**src/rtl/mbox_pkg.sv**
```systemverilog
package mbox_pkg;
  localparam logic [3:0] PAGE_MSG = 4'd0;
  localparam logic [3:0] PAGE_CNT = 4'd1;
  localparam logic [3:0] PAGE_QST = 4'd2;
  localparam logic [3:0] PAGE_USR = 4'd3;

  typedef enum logic [1:0] {
    UREG_RAW    = 2'd0,
    UREG_MASKED = 2'd1,
    UREG_EN_SET = 2'd2,
    UREG_EN_CLR = 2'd3
  } ureg_e;

  localparam int unsigned QST_FULL_BIT = 0;
  localparam int unsigned QST_OVF_BIT  = 1;
endpackage

```
**src/rtl/mbox_fifo.sv**
```systemverilog
module mbox_fifo #(
  parameter int unsigned DW    = 32,
  parameter int unsigned DEPTH = 4,
  localparam int unsigned PW   = (DEPTH > 1) ? $clog2(DEPTH) : 1,
  localparam int unsigned CW   = $clog2(DEPTH + 1)
) (
  input  logic          clk_i,
  input  logic          rst_ni,
  input  logic          push_i,
  input  logic [DW-1:0] wdata_i,
  input  logic          pop_i,
  input  logic          ovf_clr_i,
  output logic [DW-1:0] head_o,
  output logic [CW-1:0] count_o,
  output logic          full_o,
  output logic          empty_o,
  output logic          ovf_o
);
  localparam logic [CW-1:0] FULL_CNT = CW'(DEPTH);
  localparam logic [PW-1:0] LAST_PTR = PW'(DEPTH - 1);

  logic [DW-1:0] mem_q [DEPTH];
  logic [PW-1:0] wr_ptr_q, rd_ptr_q;
  logic [CW-1:0] cnt_q;
  logic          ovf_q;
  logic          do_push, do_pop;

  function automatic logic [PW-1:0] nxt(input logic [PW-1:0] p);
    return (p == LAST_PTR) ? '0 : p + PW'(1);
  endfunction

  assign full_o  = (cnt_q == FULL_CNT);
  assign empty_o = (cnt_q == '0);
  assign do_push = push_i & ~full_o;
  assign do_pop  = pop_i & ~empty_o;

  always_ff @(posedge clk_i or negedge rst_ni) begin
    if (!rst_ni) begin
      for (int i = 0; i < int'(DEPTH); i++) mem_q[i] <= '0;
      wr_ptr_q <= '0;
      rd_ptr_q <= '0;
      cnt_q    <= '0;
    end else begin
      if (do_push) begin
        mem_q[wr_ptr_q] <= wdata_i;
        wr_ptr_q        <= nxt(wr_ptr_q);
      end
      if (do_pop) rd_ptr_q <= nxt(rd_ptr_q);
      case ({do_push, do_pop})
        2'b10:   cnt_q <= cnt_q + CW'(1);
        2'b01:   cnt_q <= cnt_q - CW'(1);
        default: cnt_q <= cnt_q;
      endcase
    end
  end

  // dropped write wins over a same-cycle clear
  always_ff @(posedge clk_i or negedge rst_ni) begin
    if (!rst_ni)                 ovf_q <= 1'b0;
    else if (push_i && full_o)   ovf_q <= 1'b1;
    else if (ovf_clr_i)          ovf_q <= 1'b0;
  end

  assign head_o  = empty_o ? '0 : mem_q[rd_ptr_q];
  assign count_o = cnt_q;
  assign ovf_o   = ovf_q;
endmodule

```
**src/rtl/mbox_user_irq.sv**
```systemverilog
module mbox_user_irq #(
  parameter int unsigned NEV = 8
) (
  input  logic           clk_i,
  input  logic           rst_ni,
  input  logic [NEV-1:0] cond_i,
  input  logic [NEV-1:0] wmask_i,
  input  logic           en_set_i,
  input  logic           en_clr_i,
  input  logic           st_clr_i,
  output logic [NEV-1:0] raw_o,
  output logic [NEV-1:0] en_o,
  output logic           irq_o
);
  logic [NEV-1:0] raw_q, en_q;
  logic           irq_q;

  always_ff @(posedge clk_i or negedge rst_ni) begin
    if (!rst_ni)       en_q <= '0;
    else if (en_set_i) en_q <= en_q | wmask_i;
    else if (en_clr_i) en_q <= en_q & ~wmask_i;
  end

  // cleared bits drop for one cycle, then relatch if the condition persists
  always_ff @(posedge clk_i or negedge rst_ni) begin
    if (!rst_ni)       raw_q <= '0;
    else if (st_clr_i) raw_q <= (raw_q | cond_i) & ~wmask_i;
    else               raw_q <= raw_q | cond_i;
  end

  always_ff @(posedge clk_i or negedge rst_ni) begin
    if (!rst_ni) irq_q <= 1'b0;
    else         irq_q <= |(raw_q & en_q);
  end

  assign raw_o = raw_q;
  assign en_o  = en_q;
  assign irq_o = irq_q;
endmodule

```
**src/rtl/mbox_top.sv**
```systemverilog
module mbox_top
  import mbox_pkg::*;
#(
  parameter int unsigned NUM_Q = 4,
  parameter int unsigned NUM_U = 4,
  parameter int unsigned DEPTH = 4,
  parameter int unsigned DW    = 32,
  parameter int unsigned AW    = 8
) (
  input  logic             clk_i,
  input  logic             rst_ni,
  input  logic             req_i,
  input  logic             we_i,
  input  logic [AW-1:0]    addr_i,
  input  logic [DW-1:0]    wdata_i,
  output logic [DW-1:0]    rdata_o,
  output logic             rvalid_o,
  output logic [NUM_U-1:0] irq_o
);
  localparam int unsigned NEV = 2 * NUM_Q;
  localparam int unsigned CW  = $clog2(DEPTH + 1);

  logic [3:0] page, idx;
  logic       wr_req, rd_req;

  assign page   = addr_i[7:4];
  assign idx    = addr_i[3:0];
  assign wr_req = req_i & we_i;
  assign rd_req = req_i & ~we_i;

  logic [DW-1:0]       head   [NUM_Q];
  logic [CW-1:0]       cnt    [NUM_Q];
  logic [NUM_Q-1:0]    push_v, pop_v, ovf_clr_v, full_v, empty_v, ovf_v;
  logic [NEV-1:0]      ev_cond;
  logic [NUM_Q*CW-1:0] cnt_flat;

  for (genvar q = 0; q < NUM_Q; q++) begin : g_q
    logic hit;
    assign hit          = (idx == 4'(q));
    assign push_v[q]    = wr_req & (page == PAGE_MSG) & hit;
    assign pop_v[q]     = rd_req & (page == PAGE_MSG) & hit;
    assign ovf_clr_v[q] = wr_req & (page == PAGE_QST) & hit & wdata_i[QST_OVF_BIT];

    mbox_fifo #(.DW(DW), .DEPTH(DEPTH)) fifo_i (
      .clk_i     (clk_i),
      .rst_ni    (rst_ni),
      .push_i    (push_v[q]),
      .wdata_i   (wdata_i),
      .pop_i     (pop_v[q]),
      .ovf_clr_i (ovf_clr_v[q]),
      .head_o    (head[q]),
      .count_o   (cnt[q]),
      .full_o    (full_v[q]),
      .empty_o   (empty_v[q]),
      .ovf_o     (ovf_v[q])
    );

    assign ev_cond[2*q]         = ~empty_v[q];
    assign ev_cond[2*q+1]       = ~full_v[q];
    assign cnt_flat[q*CW +: CW] = cnt[q];
  end

  logic [NEV-1:0]       raw [NUM_U];
  logic [NEV-1:0]       en  [NUM_U];
  logic [NUM_U*NEV-1:0] raw_flat, en_flat, en_clr_v, st_clr_v;
  ureg_e                ukind;

  assign ukind = ureg_e'(idx[1:0]);

  for (genvar u = 0; u < NUM_U; u++) begin : g_u
    logic sel, set_we, clr_we, stc_we;
    assign sel    = wr_req & (page == PAGE_USR) & (idx[3:2] == 2'(u));
    assign set_we = sel & (ukind == UREG_EN_SET);
    assign clr_we = sel & (ukind == UREG_EN_CLR);
    assign stc_we = sel & (ukind == UREG_MASKED);

    mbox_user_irq #(.NEV(NEV)) user_i (
      .clk_i    (clk_i),
      .rst_ni   (rst_ni),
      .cond_i   (ev_cond),
      .wmask_i  (wdata_i[NEV-1:0]),
      .en_set_i (set_we),
      .en_clr_i (clr_we),
      .st_clr_i (stc_we),
      .raw_o    (raw[u]),
      .en_o     (en[u]),
      .irq_o    (irq_o[u])
    );

    assign raw_flat[u*NEV +: NEV] = raw[u];
    assign en_flat[u*NEV +: NEV]  = en[u];
    assign en_clr_v[u*NEV +: NEV] = {NEV{clr_we}} & wdata_i[NEV-1:0];
    assign st_clr_v[u*NEV +: NEV] = {NEV{stc_we}} & wdata_i[NEV-1:0];
  end

  logic [DW-1:0] rd_val;

  always_comb begin
    rd_val = '0;
    unique case (page)
      PAGE_MSG: for (int q = 0; q < int'(NUM_Q); q++)
                  if (idx == 4'(q)) rd_val = head[q];
      PAGE_CNT: for (int q = 0; q < int'(NUM_Q); q++)
                  if (idx == 4'(q)) rd_val = DW'(cnt[q]);
      PAGE_QST: for (int q = 0; q < int'(NUM_Q); q++)
                  if (idx == 4'(q)) begin
                    rd_val[QST_FULL_BIT] = full_v[q];
                    rd_val[QST_OVF_BIT]  = ovf_v[q];
                  end
      PAGE_USR: for (int u = 0; u < int'(NUM_U); u++)
                  if (idx[3:2] == 2'(u)) begin
                    case (ukind)
                      UREG_RAW:    rd_val = DW'(raw[u]);
                      UREG_MASKED: rd_val = DW'(raw[u] & en[u]);
                      default:     rd_val = DW'(en[u]);
                    endcase
                  end
      default:  rd_val = '0;
    endcase
  end

  always_ff @(posedge clk_i or negedge rst_ni) begin
    if (!rst_ni) begin
      rdata_o  <= '0;
      rvalid_o <= 1'b0;
    end else begin
      rvalid_o <= rd_req;
      if (rd_req) rdata_o <= rd_val;
    end
  end
endmodule

```
**config.mk**
```make
export PLATFORM = sky130hd
export DESIGN_NAME = mbox_top
export DESIGN_NICKNAME = d
export VERILOG_FILES = /design/src/rtl/mbox_pkg.sv /design/src/rtl/mbox_fifo.sv /design/src/rtl/mbox_user_irq.sv /design/src/rtl/mbox_top.sv
export SDC_FILE = /design/constraint.sdc
export NUM_CORES = 1
export LEC_CHECK = 0
export BUFFER_PORTS_ARGS = -buffer_cell sky130_fd_sc_hd__buf_2
export CAP_MARGIN = 20
export CORE_MARGIN = 2
export CORE_UTILIZATION = 45
export CTS_CLUSTER_DIAMETER = 30
export CTS_CLUSTER_SIZE = 10
export DETAILED_ROUTE_END_ITERATION = 8
export MAX_ROUTING_LAYER = met4
export PLACE_DENSITY_LB_ADDON = 0.12
export SLEW_MARGIN = 30
export SYNTH_ARGS = -nofsm -noshare
export SYNTH_HDL_FRONTEND = slang
export SYNTH_SLANG_ARGS = --single-unit
```
**constraint.sdc**
```tcl
create_clock -name clk_i -period 2.4 [get_ports clk_i]
set_input_delay 0.36 -clock clk_i [delete_from_list [all_inputs] [get_ports clk_i]]
set_output_delay 0.36 -clock clk_i [all_outputs]
set_load 0.01 [all_outputs]
```
* Word-level counts from Yosys, hierarchy flattened
Cells that the tools add are included.
** Word-level totals
- Bits in registers :: 645
- Bits of input ports :: 44
** Cells by class
- Add/sub/neg operators :: 16
- Order comparisons :: 12
- Equality and inequality tests :: 32
- Mux-type cells :: 82
- Bitwise operators :: 88
- Reduce and logical (&&, ||, !) cells :: 32
** Operator list (number)
- 2-to-1 mux 32 bit :: 26
- bitwise mux 128 bit :: 4
- binary-select mux 32 bit (select 2 bit) :: 4
- demux 32 bit (select 2 bit) :: 4
- AND 8 bit :: 16
- 2-to-1 mux 8 bit :: 13
- case mux 30 bit (3 select lines) :: 1
- OR 8 bit :: 8
- case mux 8 bit (2 select lines) :: 4
- AND 1 bit :: 46
- == test 2 bit, second input constant :: 16
- OR reduction 8 bit :: 4
- greater-or-equal comparator 3 bit, second input constant :: 8
- 2-to-1 mux 2 bit :: 12
- NOT 2 -> 3 bit :: 8
- case mux 3 bit (2 select lines) :: 4
- nonzero test 2 bit :: 12
- adder 2 x 1 -> 2 bit, second input constant :: 8
- == test 4 x 2 -> 1 bit, second input constant :: 4
- adder 3 x 1 -> 3 bit, second input constant :: 4
- == test 2 x 1 -> 1 bit, second input constant :: 6
- == test 3 bit, second input constant :: 4
- zero test 3 bit :: 4
- < comparator 3 x 1 -> 1 bit, second input constant :: 4
- 10 further kinds :: 38

* Longest topological paths before layout
Gate-level depths: netlist of run 1.
- Word-level depth :: 10
- Gate-level depth with buffers :: 13
- Depth with buffers taken out :: 11

* Hierarchy
From an unflattened synthesis of run 1, not the netlist that was laid out.
** Unflattened totals
- Cells, all modules :: 2142
- Area, all modules :: 30469.2 um^2
** Modules (own cells, without submodules)
- mbox_fifo :: times used 4, cells an instance 389, area each 6184.7 um^2
- mbox_top :: times used 1, cells an instance 358, area each 3123.0 um^2
- mbox_user_irq :: times used 4, cells an instance 57, area each 651.9 um^2

* Least setup slack after synthesis of run 1
No wires, ideal clock.
- Kind :: input-to-reg
- Start :: in addr_i[1]
- End :: reg g_q[1].fifo_i.cnt_q[2]
- Data arrival time :: 2.355 ns
- Path slack :: -0.034 ns
- Stages on the path :: 11
- Path buffers :: 2
- Cells stage by stage :: buf_2 > nor4b_1 > and2_1 > clkbuf_1 > nor2b_1 > ha_1 > inv_1 > fa_1 > xor2_1 > nor2_1 > xor2_1
** On the way
- Longest elaborated chain between the ends :: 5
- Elaborated cells on any way between the ends :: 9
- Classes of those cells :: 3 x eq/ne; 1 x mux; 4 x bitwise; 1 x reduce/logical
** RTL lines
- start: declaration :: RTL line mbox_top.sv:14 : input logic [AW-1:0] addr_i,
- == test 4 x 1 -> 1 bit * :: RTL line mbox_top.sv:39 : assign hit = (idx == 4'(q));
- AND 1 bit * :: RTL line mbox_top.sv:41 : assign pop_v[q] = rd_req & (page == PAGE_MSG) & hit;
- AND 1 bit * :: RTL line mbox_fifo.sv:35 : assign do_pop = pop_i & ~empty_o;
- net g_q[1].fifo_i.do_pop :: RTL line mbox_fifo.sv:26 : logic do_push, do_pop;
- == test 2 x 1 -> 1 bit or == test 2 bit (tied branches) :: RTL line mbox_fifo.sv:49 : case ({do_push, do_pop})
- case mux 3 bit (2 select lines) or nonzero test 2 bit (tied branches)
- end signal: assignment :: RTL line mbox_fifo.sv:50 : 2'b10: cnt_q <= cnt_q + CW'(1);
- end signal: assignment :: RTL line mbox_fifo.sv:51 : 2'b01: cnt_q <= cnt_q - CW'(1);
- end signal: assignment :: RTL line mbox_fifo.sv:52 : default: cnt_q <= cnt_q;
- end: declaration :: RTL line mbox_fifo.sv:24 : logic [CW-1:0] cnt_q;
The timed path passes the listed nets; every way through them passes the cells marked *.
A chain may end at the register's enable or synchronous reset.

* Final worst setup path of run 1
- Start :: reg g_q[1].fifo_i.cnt_q[1]
- End :: reg rdata_o[2]
** On the way
- Longest elaborated chain between the ends :: 6
** RTL lines
- zero test 3 bit :: RTL line mbox_fifo.sv:33 : assign empty_o = (cnt_q == '0);
- 2-to-1 mux 32 bit :: RTL line mbox_fifo.sv:64 : assign head_o = empty_o ? '0 : mem_q[rd_ptr_q];
- 2-to-1 mux 32 bit (3 in series) :: RTL line mbox_top.sv:102 : if (idx == 4'(q)) rd_val = head[q];
- case mux 30 bit (3 select lines) :: RTL line mbox_top.sv:100 : unique case (page)
- end signal: assignment :: RTL line mbox_top.sv:128 : if (rd_req) rdata_o <= rd_val;
- end: declaration :: RTL line mbox_top.sv:16 : output logic [DW-1:0] rdata_o,
Every way passes these cells.

==> results of run 1 <==
-- what timing repair did --
action	in CTS	in global routing
endpoints found under the hold margin	78	0
endpoints found under the setup margin	0	2
gates resized for setup	0	3
hold buffers	2	0
-- per-stage QoR --
| stage | total power, mW | util (%) | hold slack (ps) | worst slack (ps) |
|---|---|---|---|---|
| after floorplan | 11.7 | - | 64.4 | 5.80 |
| after global placement | 12.3 | 49.2 | 336 | -71.2 |
| after detailed placement | 12.3 | 49.2 | 332 | -52.7 |
| after CTS | 33.8 | 57.4 | 40.3 | 78.7 |
| after global routing | 34.5 | 57.4 | 83.0 | 14.6 |
| final | 33.4 | 57.4 | 93.1 | 56.9 |
-- registers in the layout (all words and copies together), names as in the netlist, named ones only --
signal,flops
g_q.fifo_i.mem_q,512
g_u.user_i.raw_o,32
rdata_o,32
g_q.fifo_i.count_o,12
g_q.fifo_i.rd_ptr_q,8
g_q.fifo_i.wr_ptr_q,8
g_q.fifo_i.ovf_o,4
g_u.user_i.irq_o,4
rvalid_o,1
-- worst max-delay path, stage by stage, from the launching register on --
cell,delay (ps)
dfrtp_1,390
or3_1,420
and2_2,220
buf_4,250
a22o_1,250
o21ai_0,500
a21oi_1,150
-- layout by cell type, fill, tap and decap left out, types with 28 or more instances in the layout --
cell	netlist	layout
clkbuf_16	0	155
clkbuf_8	0	31
mux2_4	144	144
nand2_1	86	78
mux2_1	64	64
a21oi_1	96	96
dfrtp_1	645	637
buf_12	0	38
nor2_1	100	98
o21ai_0	44	44
a221oi_1	28	28
mux4_2	130	130
inv_1	59	59
mux2_2	317	317
buf_4	10	125
buf_2	42	78
mux2i_1	36	36
-- synthesized netlist by cell type, types with 9 or more instances --
library cell  instances
mux2_4              144
buf_2                42
o22ai_1              20
mux2i_1              36
ha_1                 24
mux2_2              317
o221ai_1              9
a22oi_1              24
nand2_1              86
buf_1                15
inv_1                59
nor2_1              100
mux4_2              130
a221oi_1             28
a21oi_1              96
mux2_1               64
buf_6                18
o21ai_0              44
clkbuf_1             93
dfrtp_1             645
buf_4                10
-- power by group through the flow --
stage,Clock [mW],Sequential (mW),Combinational [mW]
after floorplan,0,11.2,0.461
after global placement,0,11.2,1.06
after detailed placement,0,11.3,1.09
after CTS,21.6,11.1,1.09
after global routing,22.2,11.1,1.19
final,21.3,11.1,1.07
-- logic make-up (layout without fill, tap and decap cells) --
logic type / after synthesis / count (layout) / synth area share [%]
mux: 691 / 691 / 32.3
flops: 645 / 645 / 53.5
compound gates: 253 / 253 / 5.27
simple gates: 244 / 244 / 3.69
buf+inv: 239 / 580 / 3.72
fa+ha+maj: 28 / 28 / 1.26
xor+xnor: 12 / 12 / 0.348
-- layout make-up --
| type | count | area [µm²] | area share [%] |
|---|---|---|---|
| flip-flops and latches | 645 | 16200 | 42.6 |
| inverters | 60 | 225 | 0.594 |
| clock inverters | 67 | 966 | 2.55 |
| clock buffers | 208 | 4390 | 11.6 |
| multi-input cells | 1228 | 13000 | 34.2 |
| well taps | 864 | 1080 | 2.85 |
| repair buffers | 245 | 2140 | 5.63 |
-- layer usage --
metal,vias to the layer above,global-route usage [%],wire (µm)
li1,8185,-,-
met1,10100,34.9,38400
met3,157,4.35,3760
met4,0,8.73,2180
met5,-,-,0
met2,511,37.7,38200
-- path summary, 6_finish.rpt --
path	from	endpoint	slack, ps	cells after the start
max	g_q[1].fifo_i.count_o[1]$_DFFE_PN0P_	rdata_o[2]$_DFFE_PN0N_	60	6
min	req_i	rvalid_o$_DFF_PN0_	90	3
max reg2reg	g_q[1].fifo_i.count_o[1]$_DFFE_PN0P_	rdata_o[2]$_DFFE_PN0N_	60	6
min reg2reg	rdata_o[8]$_DFFE_PN0N_	rdata_o[8]$_DFFE_PN0N_	480	2
max in group asynchronous	rst_ni	g_q[2].fifo_i.mem_q[102]$_DFFE_PN0P_	1360	4
min in group asynchronous	rst_ni	g_u[2].user_i.irq_o$_DFF_PN0_	180	2
==> metrics.csv, run 1 <==
metric;value;unit
top cells by area, synth;dfrtp_1, mux2_2, mux4_2, mux2_4, mux2_1;
proportion of total power due to net switching;21.4;%
run status;completed;
type of the setup path with the least slack;reg -> reg;
die span in y;263;µm
top_reg_cell synth;dfrtp_1;
Fill cells;5225;
DRT antenna net count;0;
antenna violations before repair;1;
standard cell area after detailed placement;0.0325;mm²
total setup buffers inserted after CTS;0;
startpoint kind of the worst setup timing path;flop;
largest clock skew in the final design;26.7;ps
cell-internal power;26.3;mW
Via Count;19000;
CP Max Fanout;17;
routability congestion estimate;0.916;
Cell variety after synth;54;
Die X;263;µm
Avg WL per Cell;24.9;µm
antenna fix cells;0;
clock-pin slew reported for the worst setup and hold paths after clock tree synthesis;40;ps
clock network power share;63.6;%
detailed-placement wirelength estimate;51.3;mm
CTS tree;yes;
number of input and output port buffers inserted;80;
length of the first detailed-routing pass in iterations;5;
dpl cells;3040;
total count of hold-check failures in the final report;0;
Static Leak;18.7;nW
Worst EP required;2950;ps
source-to-sink clock delay at the later pin of the worst-skew pair;710;ps
maximum level of the CTS H-tree;4;
share of the yosys chip area belonging to registers;53.5;%
first-pass GRT wire length;128;mm
final instance area;0.0379;mm²
Tightest Pin Transition;691;ps
DRC;0;
fraction of final layout cells with drive strength greater than 1;45.9;%
leading area contributor after synthesis;dfrtp_1;
syn nets;2184;
maximum achievable frequency;0.427;GHz
Total Negative Setup Slacks;0;ps
growth of design area from synthesis to finish;25.6;%
DR vias/cell;5.73;
global-route usage over all layers;25.2;%
total of flip-flops plus latches after synthesis;645;
number of instances in the synthesized netlist;2112;
power density over the cells;882;mW/mm²
total of endpoints with negative setup slack in the final report;0;
sequential group share of total power;33.2;%
Post-Syn Area per Cell;14.3;µm²
number of warnings issued by yosys;0;
relative contribution of combinational cells to total power;3.2;%
CTS Root Cell;clkbuf_16;
deepest clock path buffer count;3;
Max IR drop VDD;0.507;mV
tightest slew margin relative to the limit;53.9;%
endpoint class of the critical path;flop;
number of clock sinks;645;
final wirelength;82.5;mm
# nets final;2402;
maximum number of pins on one net before global-route repair;82;
Die Outline Area;0.0692;mm²
arrival time worst endpoint;2890;ps
setup repair after global routing missed its margin;false;
number of synthesized flops with an enable pin;0;
core region area;0.0661;mm²
total count of max-transition violations in the final report;0;
via count of the first global-routing pass;20300;
worst hold path class;in -> reg;
FFs w/ async S/R, synth;100;%
TritonCTS buffer count;150;
row count;94;
Cell Count, Final, Fillers Out;3317;
max-cap check violation count;0;
boundary pin count;81;
aggregate global routing overflow;0;
post-layout minimum cycle time;2340;ps
effective utilization at floorplan;45.7;%
cell area after synthesis;0.0302;mm²
share of the clock period used by the worst path after layout;97.6;%
net load switching power;7.15;mW
DRC marker count from the first detailed-route iteration;1386;
Synth top area share;53.5;%
Power figures use the tool's default switching activity.
==> inputs of run 2 (changes only) <==
- PLACE_DENSITY: unset -> 0.69
- PLACE_DENSITY_LB_ADDON: 0.12 -> unset
==> run 2 against run 1 <==
First-iteration DRC count increased by 7.1%. Cell count down 1.7%. Critical path depth rose by 1. Sequential power is essentially flat. Via count about the same. Critical path type unchanged. Highest routed layer unchanged.
==> metrics.csv, run 2 (same netlist as run 1, synthesis figures left out) <==
metric;value;unit;change
startpoint kind of the worst setup timing path;flop;;
maximum achievable frequency;0.424;GHz;-0.57%
worst hold-check slack;70.9;ps;-22.2 ps
maximum number of pins on one net before global-route repair;80;;-2.4%
worst slack at placement;-158;ps;-105 ps
clock-pin slew reported for the worst setup and hold paths after clock tree synthesis;50;ps;about the same
leading cell types in the layout, fill and taps excluded;dfrtp_1, mux2_2, mux2_4, clkbuf_16, mux4_2;;
register with the most flip-flops;g_q.fifo_i.mem_q;;
Via Count;19000;;-0.042%
DRC;0;;unchanged
Die Outline Area;0.0692;mm²;unchanged
fraction of final layout cells with drive strength greater than 1;44.9;%;-1.0 points
run status;completed;;
via count of the first global-routing pass;20600;;+1.7%
die span in y;263;µm;unchanged
total of endpoints with negative setup slack in the final report;0;;unchanged
Tightest Pin Transition;622;ps;-69.0 ps
share of the clock period used by the worst path after layout;98.2;%;+0.56 points
Die X;263;µm;unchanged
core region area;0.0661;mm²;unchanged
max-cap check violation count;0;;unchanged
antenna violations before repair;1;;unchanged
max reg flops;512;;unchanged
# nets final;2358;;-1.8%
aggregate global routing overflow;0;;unchanged
detailed-placement wirelength estimate;48.1;mm;-6.4%
most frequent standard cell in the layout excluding fill and tap cells;dfrtp_1;;
source-to-sink clock delay at the later pin of the worst-skew pair;730;ps;+20 ps
hold worst-path end;g_q[2].fifo_i.mem_q[46]$_DFFE_PN0P_;;
TritonCTS buffer count;132;;-12%
final wirelength;79.7;mm;-3.3%
effective utilization at floorplan;45.7;%;unchanged
total count of max-transition violations in the final report;0;;unchanged
endpoint class of the critical path;flop;;
worst hold path class;in -> reg;;
startpoint of the worst register-to-register path;g_q[1].fifo_i.count_o[0]$_DFFE_PN0P_;;
reg2reg end;rdata_o[29]$_DFFE_PN0N_;;
number of input and output port buffers inserted;80;;unchanged
arrival time worst endpoint;2940;ps;+50 ps
length of the first detailed-routing pass in iterations;5;;unchanged
boundary pin count;81;;unchanged
DRT antenna net count;0;;unchanged
number of cell instances on the worst register-to-register path;7;;+1
DR vias/cell;5.83;;+1.7%
Fill cells;5071;;-2.9%
CTS tree;yes;;
Worst EP required;2980;ps;+30 ps
post-layout minimum cycle time;2360;ps;+13.5 ps
min-delay src;wdata_i[14];;
largest clock skew in the final design;27.6;ps;+0.970 ps
deepest clock path buffer count;3;;unchanged
Min-Delay Path Depth;2;;-1
DRC marker count from the first detailed-route iteration;1484;;+7.1%
Max IR drop VDD;0.668;mV;+32%
type of the setup path with the least slack;reg -> reg;;
maximum level of the CTS H-tree;4;;unchanged
Static Leak;18.3;nW;-2.3%
CP Max Fanout;15;;-2
CTS Root Cell;clkbuf_16;;
global-route usage over all layers;24.5;%;-0.75 points
final core utilization;56.2;%;-1.2 points
routability congestion estimate;0.906;;-1.1%
number of clock sinks;645;;unchanged
Avg WL per Cell;24.5;µm;-1.6%
worst reg2reg setup slack;40;ps;about the same
total count of hold-check failures in the final report;0;;unchanged
worst setup slack after layout;43.4;ps;-13.5 ps
tightest slew margin relative to the limit;58.5;%;+4.6 points
first-pass GRT wire length;126;mm;-1.6%
growth of design area from synthesis to finish;23.0;%;
row count;94;;unchanged
power density over the cells;842;mW/mm²;-4.5%
run 2: per-stage QoR:
stage	area [µm²]	setup TNS, ps	instances	power (mW)
3_3_place_gp	32300	-413	3014	12.3
3_5_place_dp	32300	-502	3014	12.3
4_1_cts	37100	0	3257	31.5
6_report	37200	0	3259	31.3
2_1_floorplan	30200	0	2112	11.7
5_1_grt	37200	-2.21	3259	32.2
run 2: what timing repair did:
item                       CTS  global route
setup endpoints to repair    0             6
hold buffers                 1             0
setup buffers                0             1
resized for setup            0             4
hold endpoints to repair    45             0
run 2: how the worst max path moves through the flow:
stage,from,endpoint,slack (ps),cells after the start
after global placement,addr_i[5],g_q[0].fifo_i.count_o[2]$_DFFE_PN0P_,-130,11
after global routing,g_q[1].fifo_i.count_o[0]$_DFFE_PN0P_,g_q[1].fifo_i.count_o[2]$_DFFE_PN0P_,-2,9
final,g_q[1].fifo_i.count_o[0]$_DFFE_PN0P_,rdata_o[29]$_DFFE_PN0N_,40,7
after detailed placement,addr_i[5],g_q[0].fifo_i.count_o[2]$_DFFE_PN0P_,-160,11
after floorplan,addr_i[2],g_q[0].fifo_i.count_o[2]$_DFFE_PN0P_,6,11
after CTS,g_q[2].fifo_i.rd_ptr_q[0]$_DFFE_PN0P_,rdata_o[4]$_DFFE_PN0N_,20,6
run 2: worst max-delay path: stages (launching register included):
cell and delay, ps:
dfrtp_1 420, or3_1 410, and2_2 220, buf_4 250, buf_4 230, a221oi_1 420, buf_4 180, o21ai_0 80
run 2: cell type report:
type                    instances  area [µm²]  share of cell area (%)
clock inverters                75        1140                    3.07
well taps                     864        1080                    2.91
multi-input cells            1228       13000                    34.9
repair buffers                219        1940                    5.23
inverters                      60         225                   0.606
diodes                          1        2.50                 0.00674
clock buffers                 167        3620                    9.76
flip-flops and latches        645       16200                    43.5
run 2: where the power goes:
group          leakage (nW)  total (mW)  switching, mW  internal, mW
logic                  7.39        1.05          0.716         0.329
clock network          2.30        19.2           6.37          12.8
registers              8.58        11.1         0.0763          11.0
total                  18.3        31.3           7.17          24.1
run 2: metal layers:
layer / share of wire (%) / track usage [%] / up-vias
met5: 0 / - / -
met2: 48 / 38.0 / 628
met1: 43 / 32.3 / 10100
met3: 6.5 / 5.67 / 146
li1: - / - / 8121
met4: 2.2 / 7.15 / 0
